### src/rtl/amc_pkg.sv
package amc_pkg;

  typedef enum logic [1:0] {
    ACT_NONE  = 2'd0,
    ACT_START = 2'd1,
    ACT_TRIG  = 2'd2,
    ACT_VETO  = 2'd3
  } act_e;

endpackage

### src/rtl/amc_bc_counter.sv
module amc_bc_counter #(
  parameter int BCW = 12
) (
  input  logic           clk,
  input  logic           rst_n,
  input  logic           clr,
  input  logic           adv,
  output logic [BCW-1:0] bcid
);

  logic [BCW-1:0] bcid_q, bcid_d;

  always_comb begin
    bcid_d = bcid_q;
    if (clr)      bcid_d = '0;
    else if (adv) bcid_d = bcid_q + BCW'(1);
  end

  always_ff @(posedge clk or negedge rst_n) begin
    if (!rst_n) bcid_q <= '0;
    else        bcid_q <= bcid_d;
  end

  assign bcid = bcid_q;

  assert_bc_step_R3: assert property (@(posedge clk) disable iff (!rst_n)
    (adv && !clr) |=> (bcid_q == $past(bcid_q) + BCW'(1)));

  assert_bc_wrap_R3: assert property (@(posedge clk) disable iff (!rst_n)
    (adv && !clr && (&bcid_q)) |=> (bcid_q == '0));

  assert_bc_hold_R10: assert property (@(posedge clk) disable iff (!rst_n)
    (!adv && !clr) |=> $stable(bcid_q));

endmodule

### src/rtl/amc_sequencer.sv
module amc_sequencer
  import amc_pkg::*;
#(
  parameter int NCOL       = 16,
  parameter int VETO_TICKS = 2,
  localparam int PW = $clog2(NCOL + 1),
  localparam int CW = $clog2(NCOL),
  localparam int WW = $clog2(VETO_TICKS + 1)
) (
  input  logic          clk,
  input  logic          rst_n,
  input  logic          acq_en,
  input  logic          bc_tick,
  input  logic          any_hit,
  input  logic          veto,
  output act_e          act,
  output logic [PW-1:0] ptr,
  output logic          full,
  output logic [CW-1:0] wr_col,
  output logic          bc_clr,
  output logic          bc_adv
);

  logic          acq_q;
  logic          armed_q, armed_d;
  logic [PW-1:0] ptr_q, ptr_d;
  logic [WW-1:0] win_q, win_d;
  logic          start, live, veto_ok, trig_ok;

  always_comb begin
    start   = acq_en && !acq_q;
    live    = acq_en && acq_q;
    veto_ok = live && veto && (win_q != '0);
    trig_ok = live && armed_q && (ptr_q != PW'(NCOL)) && any_hit && !veto_ok;

    if (start)        act = ACT_START;
    else if (veto_ok) act = ACT_VETO;
    else if (trig_ok) act = ACT_TRIG;
    else              act = ACT_NONE;
  end

  always_comb begin
    ptr_d   = ptr_q;
    armed_d = armed_q;
    win_d   = win_q;
    unique case (act)
      ACT_START: begin
        ptr_d   = '0;
        armed_d = 1'b1;
        win_d   = '0;
      end
      ACT_TRIG: begin
        ptr_d   = ptr_q + PW'(1);
        armed_d = 1'b0;
        win_d   = WW'(VETO_TICKS);
      end
      ACT_VETO: begin
        ptr_d = ptr_q - PW'(1);
        win_d = '0;
        if (bc_tick && !armed_q) armed_d = 1'b1;
      end
      default: begin
        if (live && bc_tick) begin
          if (!armed_q)       armed_d = 1'b1;
          if (win_q != '0)    win_d   = win_q - WW'(1);
        end
      end
    endcase
  end

  always_ff @(posedge clk or negedge rst_n) begin
    if (!rst_n) begin
      acq_q   <= 1'b0;
      armed_q <= 1'b0;
      ptr_q   <= '0;
      win_q   <= '0;
    end else begin
      acq_q   <= acq_en;
      armed_q <= armed_d;
      ptr_q   <= ptr_d;
      win_q   <= win_d;
    end
  end

  assign ptr    = ptr_q;
  assign full   = (ptr_q == PW'(NCOL));
  assign wr_col = (act == ACT_VETO) ? CW'(ptr_q - PW'(1)) : CW'(ptr_q);
  assign bc_clr = start;
  assign bc_adv = live && bc_tick;

  assert_ptr_range_R6: assert property (@(posedge clk) disable iff (!rst_n)
    ptr_q <= PW'(NCOL));

  assert_trig_advance_R4: assert property (@(posedge clk) disable iff (!rst_n)
    (act == ACT_TRIG) |=> (ptr_q == $past(ptr_q) + PW'(1)) && !armed_q);

  assert_veto_return_R7: assert property (@(posedge clk) disable iff (!rst_n)
    (act == ACT_VETO) |=> (ptr_q == $past(ptr_q) - PW'(1)) && !full);

  assert_full_holds_R6: assert property (@(posedge clk) disable iff (!rst_n)
    (full && acq_q && acq_en && !veto) |=> full);

  assert_locked_ignores_R5: assert property (@(posedge clk) disable iff (!rst_n)
    (!armed_q && acq_q && acq_en && !veto) |=> $stable(ptr_q));

  assert_idle_hold_R10: assert property (@(posedge clk) disable iff (!rst_n)
    (!acq_en) |=> $stable(ptr_q));

endmodule

### src/rtl/amc_col_store.sv
module amc_col_store #(
  parameter int NCH  = 36,
  parameter int NCOL = 16,
  parameter int BCW  = 12,
  localparam int CW = $clog2(NCOL)
) (
  input  logic           clk,
  input  logic           rst_n,
  input  logic           clr_all,
  input  logic           wr_en,
  input  logic [CW-1:0]  wr_col,
  input  logic [BCW-1:0] wr_bcid,
  input  logic [NCH-1:0] wr_hit,
  input  logic [NCH-1:0] wr_gain,
  input  logic [CW-1:0]  rd_sel,
  output logic [BCW-1:0] rd_bcid,
  output logic [NCH-1:0] rd_hit,
  output logic [NCH-1:0] rd_gain
);

  logic [NCOL-1:0][BCW-1:0] bcid_all;
  logic [NCOL-1:0][NCH-1:0] hit_all;
  logic [NCOL-1:0][NCH-1:0] gain_all;

  for (genvar c = 0; c < NCOL; c++) begin : g_col
    logic [BCW-1:0] bcid_q;
    logic [NCH-1:0] hit_q, gain_q;
    logic           load;

    assign load = wr_en && (wr_col == CW'(c));

    always_ff @(posedge clk or negedge rst_n) begin
      if (!rst_n) begin
        bcid_q <= '0;
        hit_q  <= '0;
        gain_q <= '0;
      end else if (clr_all) begin
        bcid_q <= '0;
        hit_q  <= '0;
        gain_q <= '0;
      end else if (load) begin
        bcid_q <= wr_bcid;
        hit_q  <= wr_hit;
        gain_q <= wr_gain;
      end
    end

    assign bcid_all[c] = bcid_q;
    assign hit_all[c]  = hit_q;
    assign gain_all[c] = gain_q;
  end

  always_comb begin
    rd_bcid = '0;
    rd_hit  = '0;
    rd_gain = '0;
    if (32'(rd_sel) < NCOL) begin
      rd_bcid = bcid_all[rd_sel];
      rd_hit  = hit_all[rd_sel];
      rd_gain = gain_all[rd_sel];
    end
  end

endmodule

### src/rtl/sca_acq_ctrl.sv
module sca_acq_ctrl
  import amc_pkg::*;
#(
  parameter int NCH        = 36,
  parameter int NCOL       = 16,
  parameter int BCW        = 12,
  parameter int VETO_TICKS = 2,
  localparam int PW = $clog2(NCOL + 1),
  localparam int CW = $clog2(NCOL)
) (
  input  logic           clk,
  input  logic           rst_n,
  input  logic           acq_en,
  input  logic           bc_tick,
  input  logic [NCH-1:0] disc,
  input  logic [NCH-1:0] gain_sel,
  input  logic           veto,
  input  logic [CW-1:0]  rd_sel,
  output logic [PW-1:0]  col_idx,
  output logic           full,
  output logic [NCH-1:0] q_wr,
  output logic [NCH-1:0] t_wr,
  output logic [BCW-1:0] rec_bcid,
  output logic [NCH-1:0] rec_hit,
  output logic [NCH-1:0] rec_gain
);

  logic rst_meta, rst_sync;

  always_ff @(posedge clk or negedge rst_n) begin
    if (!rst_n) begin
      rst_meta <= 1'b0;
      rst_sync <= 1'b0;
    end else begin
      rst_meta <= 1'b1;
      rst_sync <= rst_meta;
    end
  end

  act_e           act;
  logic [CW-1:0]  wr_col;
  logic           bc_clr, bc_adv;
  logic [BCW-1:0] bcid;
  logic           is_trig, wr_en;
  logic [BCW-1:0] wr_bcid;
  logic [NCH-1:0] wr_hit, wr_gain;
  logic [NCH-1:0] q_wr_q, q_wr_d, t_wr_q, t_wr_d;

  amc_sequencer #(.NCOL(NCOL), .VETO_TICKS(VETO_TICKS)) u_seq (
    .clk     (clk),
    .rst_n   (rst_sync),
    .acq_en  (acq_en),
    .bc_tick (bc_tick),
    .any_hit (|disc),
    .veto    (veto),
    .act     (act),
    .ptr     (col_idx),
    .full    (full),
    .wr_col  (wr_col),
    .bc_clr  (bc_clr),
    .bc_adv  (bc_adv)
  );

  amc_bc_counter #(.BCW(BCW)) u_bc (
    .clk   (clk),
    .rst_n (rst_sync),
    .clr   (bc_clr),
    .adv   (bc_adv),
    .bcid  (bcid)
  );

  always_comb begin
    is_trig = (act == ACT_TRIG);
    wr_en   = is_trig || (act == ACT_VETO);
    wr_bcid = is_trig ? bcid     : '0;
    wr_hit  = is_trig ? disc     : '0;
    wr_gain = is_trig ? gain_sel : '0;
    q_wr_d  = is_trig ? '1       : '0;
    t_wr_d  = is_trig ? disc     : '0;
  end

  amc_col_store #(.NCH(NCH), .NCOL(NCOL), .BCW(BCW)) u_store (
    .clk     (clk),
    .rst_n   (rst_sync),
    .clr_all (act == ACT_START),
    .wr_en   (wr_en),
    .wr_col  (wr_col),
    .wr_bcid (wr_bcid),
    .wr_hit  (wr_hit),
    .wr_gain (wr_gain),
    .rd_sel  (rd_sel),
    .rd_bcid (rec_bcid),
    .rd_hit  (rec_hit),
    .rd_gain (rec_gain)
  );

  always_ff @(posedge clk or negedge rst_sync) begin
    if (!rst_sync) begin
      q_wr_q <= '0;
      t_wr_q <= '0;
    end else begin
      q_wr_q <= q_wr_d;
      t_wr_q <= t_wr_d;
    end
  end

  assign q_wr = q_wr_q;
  assign t_wr = t_wr_q;

  assert_strobe_shape_R4: assert property (@(posedge clk) disable iff (!rst_sync)
    (q_wr_q == '0) || (q_wr_q == '1));

  assert_time_within_charge_R4: assert property (@(posedge clk) disable iff (!rst_sync)
    (t_wr_q & ~q_wr_q) == '0);

  assert_strobe_needs_hit_R4: assert property (@(posedge clk) disable iff (!rst_sync)
    (q_wr_q != '0) |-> (t_wr_q != '0));

  assert_strobe_single_R5: assert property (@(posedge clk) disable iff (!rst_sync)
    (q_wr_q != '0) |=> (q_wr_q == '0));

  assert_veto_no_strobe_R8: assert property (@(posedge clk) disable iff (!rst_sync)
    (act == ACT_VETO) |=> (q_wr_q == '0));

endmodule

### config.mk
export PLATFORM = sky130hd
export DESIGN_NAME = sca_acq_ctrl
export DESIGN_NICKNAME = d
export VERILOG_FILES = /design/src/rtl/amc_pkg.sv /design/src/rtl/amc_bc_counter.sv /design/src/rtl/amc_sequencer.sv /design/src/rtl/amc_col_store.sv /design/src/rtl/sca_acq_ctrl.sv
export SDC_FILE = /design/constraint.sdc
export NUM_CORES = 2
export LEC_CHECK = 0
export BUFFER_PORTS_ARGS = -buffer_cell sky130_fd_sc_hd__buf_2
export CORE_MARGIN = 2
export CORE_UTILIZATION = 67
export CTS_CLUSTER_SIZE = 28
export DETAILED_ROUTE_END_ITERATION = 16
export PLACE_DENSITY = 0.85
export SLEW_MARGIN = 30
export SYNTH_ARGS = -nofsm -noshare
export SYNTH_HDL_FRONTEND = slang
export SYNTH_SLANG_ARGS = --single-unit
export TNS_END_PERCENT = 100
### constraint.sdc
create_clock -name clk -period 79.4 [get_ports clk]
set_input_delay 3.97 -clock clk [delete_from_list [all_inputs] [get_ports clk]]
set_output_delay 3.97 -clock clk [all_outputs]
set_load 0.005 [all_outputs]
; Word level (Yosys, flattened, before mapping)
; Cells that the tools add are included.
[word_totals]
in_bits = 81
regBits = 1439
[classes]
n_mux = 119
n_addsub = 4
n_reduce_logical = 57
magnitude_cmp = 1
eq_ne = 21
[ops]
columns = operator, n
row1 = $mux W36, 69
row2 = $mux W12, 36
row3 = $bmux W36 S4, 2
row4 = $bmux W12 S4, 1
row5 = $reduce_bool A2 Y1, 18
row6 = $reduce_or A36 Y1, 1
row7 = $eq A4 B4 Y1 const B, 8
row8 = $logic_and A1 B1 Y1, 26
row9 = $eq A4 B3 Y1 const B, 4
row10 = $pmux W5 S3, 1
row11 = $add A12 B1 Y12 const B, 1
row12 = $mux W2, 5
row13 = $reduce_bool A3 Y1, 3
row14 = $eq A4 B2 Y1 const B, 2
row15 = $add A5 B1 Y5 const B, 1
row16 = $eq A5 B5 Y1 const B, 1
row17 = $lt A4 B5 Y1 const B, 1
row18 = $ne A5 B5 Y1 const B, 1
row19 = $sub A5 B1 Y5 const B, 1
row20 = $eq A2 B2 Y1 const B, 2
row21 = $eq A4 B1 Y1 const B, 1
row22 = $logic_not A4 Y1, 1
row23 = $mux W4, 1
row24 = $pmux W2 S2, 1
row25 = other kinds (10), 14

; Logic depth before layout (Yosys ltp)
[logic_depth]
depth_word = 14
depth_mapped = 13

; Cells and area by module
; A second synthesis with hierarchy kept.
[unflattened]
hier_cells = 7332
area_unflattened_um2 = 70686.5
[modules_own_cells]
columns = module, instances, cells_per_inst, area_each_um2
row1 = amc_col_store, 1, 7007, 67434.7
row2 = sca_acq_ctrl, 1, 184, 1911.8
row3 = amc_sequencer, 1, 84, 752.0
row4 = amc_bc_counter, 1, 57, 588.1

; Worst setup path before layout
; OpenSTA, ideal clock, no wires.
[synth_path]
kind = input to output
start = in rd_sel[0]
end = out rec_bcid[0]
path_buffers = 4
path_slack_ns = 69.498
t_arrival_ns = 5.932
stages = 6
cell_sequence = clkbuf_1 -> clkbuf_1 -> buf_2 -> buf_2 -> mux4_2 -> mux4_2
[synth_between]
elab_chain_cells = 2
[synth_rtl]
columns = element, line_no
row1 = "start, declared", sca_acq_ctrl.sv:18  ; input logic [CW-1:0] rd_sel,
row2 = $bmux W12 S4, amc_col_store.sv:58  ; rd_bcid = bcid_all[rd_sel];
row3 = $mux W12 (not written as such), amc_col_store.sv:58
row4 = "end, declared", sca_acq_ctrl.sv:23  ; output logic [BCW-1:0] rec_bcid,
; No other way between the ends. The select of a mux whose other input is x is not followed.

; Final worst setup path
[layout_path]
start = in rd_sel[0]
end = out rec_gain[12]
[layout_between]
elab_chain_cells = 2
[layout_rtl]
columns = element, line_no
row1 = $bmux W36 S4, amc_col_store.sv:60  ; rd_gain = gain_all[rd_sel];
row2 = $mux W36 (not written as such), amc_col_store.sv:60
row3 = "end, declared", sca_acq_ctrl.sv:25  ; output logic [NCH-1:0] rec_gain
; No other way between the ends. The select of a mux whose other input is x is not followed.

==> impl_metrics.ini <==
[sta]
drv_slew = 0
fin_worst_skew_ns = 0.0236
fmax_mhz = 92.3
hold_ws_ns = 0.354
rsz0062_at_grt = false
setup_ws_ns = 68.57
fin_crit_sh = 0.136
maxSlewHeadroom = 0.288
post-route-min-period_ns = 10.83
setup_viol = 0
hold_viol_final = 0
fin_tns_setup_ns = 0
worstMarginPinSlew_ns = 1.07

[cells_and_area]
drive_gt1_frac = 0.186
design_area_sq_mm = 0.0738
nNetsFinal = 5367
area_growth_pct = 9.59

[status]
status = complete, no violations

[clock_network]
cts_buffers = 145
cts_tree = built
cts-resized-gates = 0
hold_buffers = 0
clock_sinks = 1404
clock_latency_ns = 0.77
cts_buffer_depth = 3
htreeDepth = 4
cts_root_buf = clkbuf_16
path_clk_slew_ns = 0.05
cts_setup_buffers = 0

[worst_setup_path]
critPathLaunch = rd_sel[0]
r2r_cells = 9
worst_r2r_startpoint = u_seq.win_q[0]
worstSetupPathType = in2out
path_max_fanout = 67
crit_required_ns = 75.43
cp.arrival_ns = 6.86
r2r_end = u_store.g_col[10].hit_q[33]
r2r_slack_ns = 74.39
crit_path_start_kind = primary input
setup.worst_path.end = rec_gain[12]
end_kind = output port

[run]
drv_cap = 0

[route]
drt_wl_total_microns = 174000
vias = 44513
ant_nets = 0
drc_errors = 0
drt_iter0_markers = 5468
dr.pass1.iters = 5
post_drt_via_cell_ratio = 6.65
wire_per_inst_microns = 26.0

[pwr]
powerDensity_mw_per_mm2 = 22.2
vdd_ir_drop_max_uv = 20.9
power.total_mw = 1.64
leakagePower_nw = 34.8

[global_routing]
gr-total-overflow = 0
grt_max_degree = 246
grt_pass1_wl_microns = 271000
grt_pass1_vias = 46488
grtUsageTotal = 0.344
antenna_found_initial = 6

[die]
rows = 116
dieArea_sq_mm = 0.103
die_height_microns = 321
die_w_microns = 321
core_area_sq_mm = 0.0999
initial_core_util = 0.674
io-pin-count = 243

[worst_hold_path]
hold_class = reg2reg

[synthesis]
synth_cell_type_count = 43
yosysTopAreaCellShare = 0.522
synthFlopType = dfrtp_1
synth_common_cells = 1404 x dfrtp_1, 1363 x nand2_1, 1349 x mux2i_1
yosys_warnings = 0
synthTopCellsByArea = dfrtp_1 52%, mux2i_1 20%, mux4_2 14%
synth_nets = 5422
synth.most_common_cell = dfrtp_1
syn_area_per_cell_sq_um = 12.6
async_reset_ff_frac = 1.00
syn-instance-count = 5335
yosys.area.top_type = dfrtp_1
synth_edf_count = 0
seq_area_frac_synth = 0.522
synth.cell_area_sq_mm = 0.0673
ys_seq_elements = 1404

[place]
gp_congestion = 0.826
place_hpwl_microns = 92800
place_area_sq_mm = 0.0685
place.port_buffers = 242
pre_cts_ws_ns = 68.58
## worst min-delay path by stage
stage / cells after the start / slack [ns] / startpoint / endpoint
global route: 0 / 0.36 / rst_meta / rst_sync
finish: 0 / 0.35 / rst_meta / rst_sync
global placement: 0 / 0.34 / rst_meta / rst_sync
CTS: 0 / 0.36 / rst_meta / rst_sync
detailed placement: 0 / 0.34 / rst_meta / rst_sync
floorplan: 0 / 0.33 / rst_meta / rst_sync
## layer usage
metal  routed length, microns  track usage  part of all wire  up-vias
met4                     6640        0.133             0.038        6
met1                    69400        0.484              0.40    23410
met3                    14400       0.0698             0.083      467
met5                       30            0           0.00017        -
li1                         -            -                 -    18476
met2                    83300        0.539              0.48     2154
## stage by stage
step / util / cells
2_1_floorplan: - / 5335
3_3_place_gp: 0.685 / 6418
3_5_place_dp: 0.686 / 6422
4_1_cts: 0.736 / 6682
5_1_grt: 0.739 / 6692
6_report: 0.739 / 6692
## critical path, stage by stage
cell and delay [ns]:
buf_8 0.54, buf_12 0.49, buf_16 0.44, mux4_2 0.58, mux4_2 0.52, buf_2 0.15
## cell usage in the layout, fill, tap and decap left out, types with 5 or more instances in the layout
cell type,instances
nand3_1,98
buf_4,57
a211oi_4,8
inv_6,8
clkbuf_8,24
dfrtp_1,1403
nor2_1,14
buf_16,9
a21oi_1,8
mux4_2,420
ha_1,6
clkbuf_1,30
clkinvlp_4,7
buf_12,12
o21ai_0,12
clkinv_2,22
inv_1,44
nand2_1,1363
bufinv_16,16
clkbuf_16,149
o211ai_1,6
mux2i_1,1349
buf_2,238
nor4_1,11
nor3_1,6
buf_6,17
and3_1,5
## area by class of cell
type	count	area, sq um
clock inverter	58	798
sequential	1404	35100
inverter	45	169
timing repair buffer	336	2340
clock buffer	202	4160
fill	6124	26100
multi-input combinational	3348	29500
antenna	1	2.50
tap	1298	1620
## logic make-up after synthesis
family / after synthesis / synth area share
multiplexers: 1769 / 0.341
AND/OR/NAND/NOR: 1514 / 0.0877
flip-flops: 1404 / 0.522
buffers and inverters: 583 / 0.0418
AO/OA/AOI/OAI: 54 / 0.00565
adder cells (fa/ha/maj): 6 / 0.00112
XOR/XNOR: 4 / 0.000521
other: 1 / 0.0000557
## state kept, by name (all words and copies together), names as in the netlist
register,count
u_bc.bcid,12
u_seq.win_q,2
u_seq.ptr,5
t_wr,36
u_store.g_col.bcid_q,192
u_seq.acq_q,1
u_store.g_col.gain_q,576
rst_meta,1
u_seq.armed_q,1
q_wr,1
rst_sync,1
u_store.g_col.hit_q,576
## where the power goes
| part | leakage [nW] | internal (mW) | total [mW] | switching, mW |
|---|---|---|---|---|
| clock network | 2.42 | 0.420 | 0.712 | 0.292 |
| logic | 12.8 | 0.0582 | 0.178 | 0.119 |
| registers | 19.6 | 0.732 | 0.746 | 0.0132 |
(Power assumes the default switching activity.)
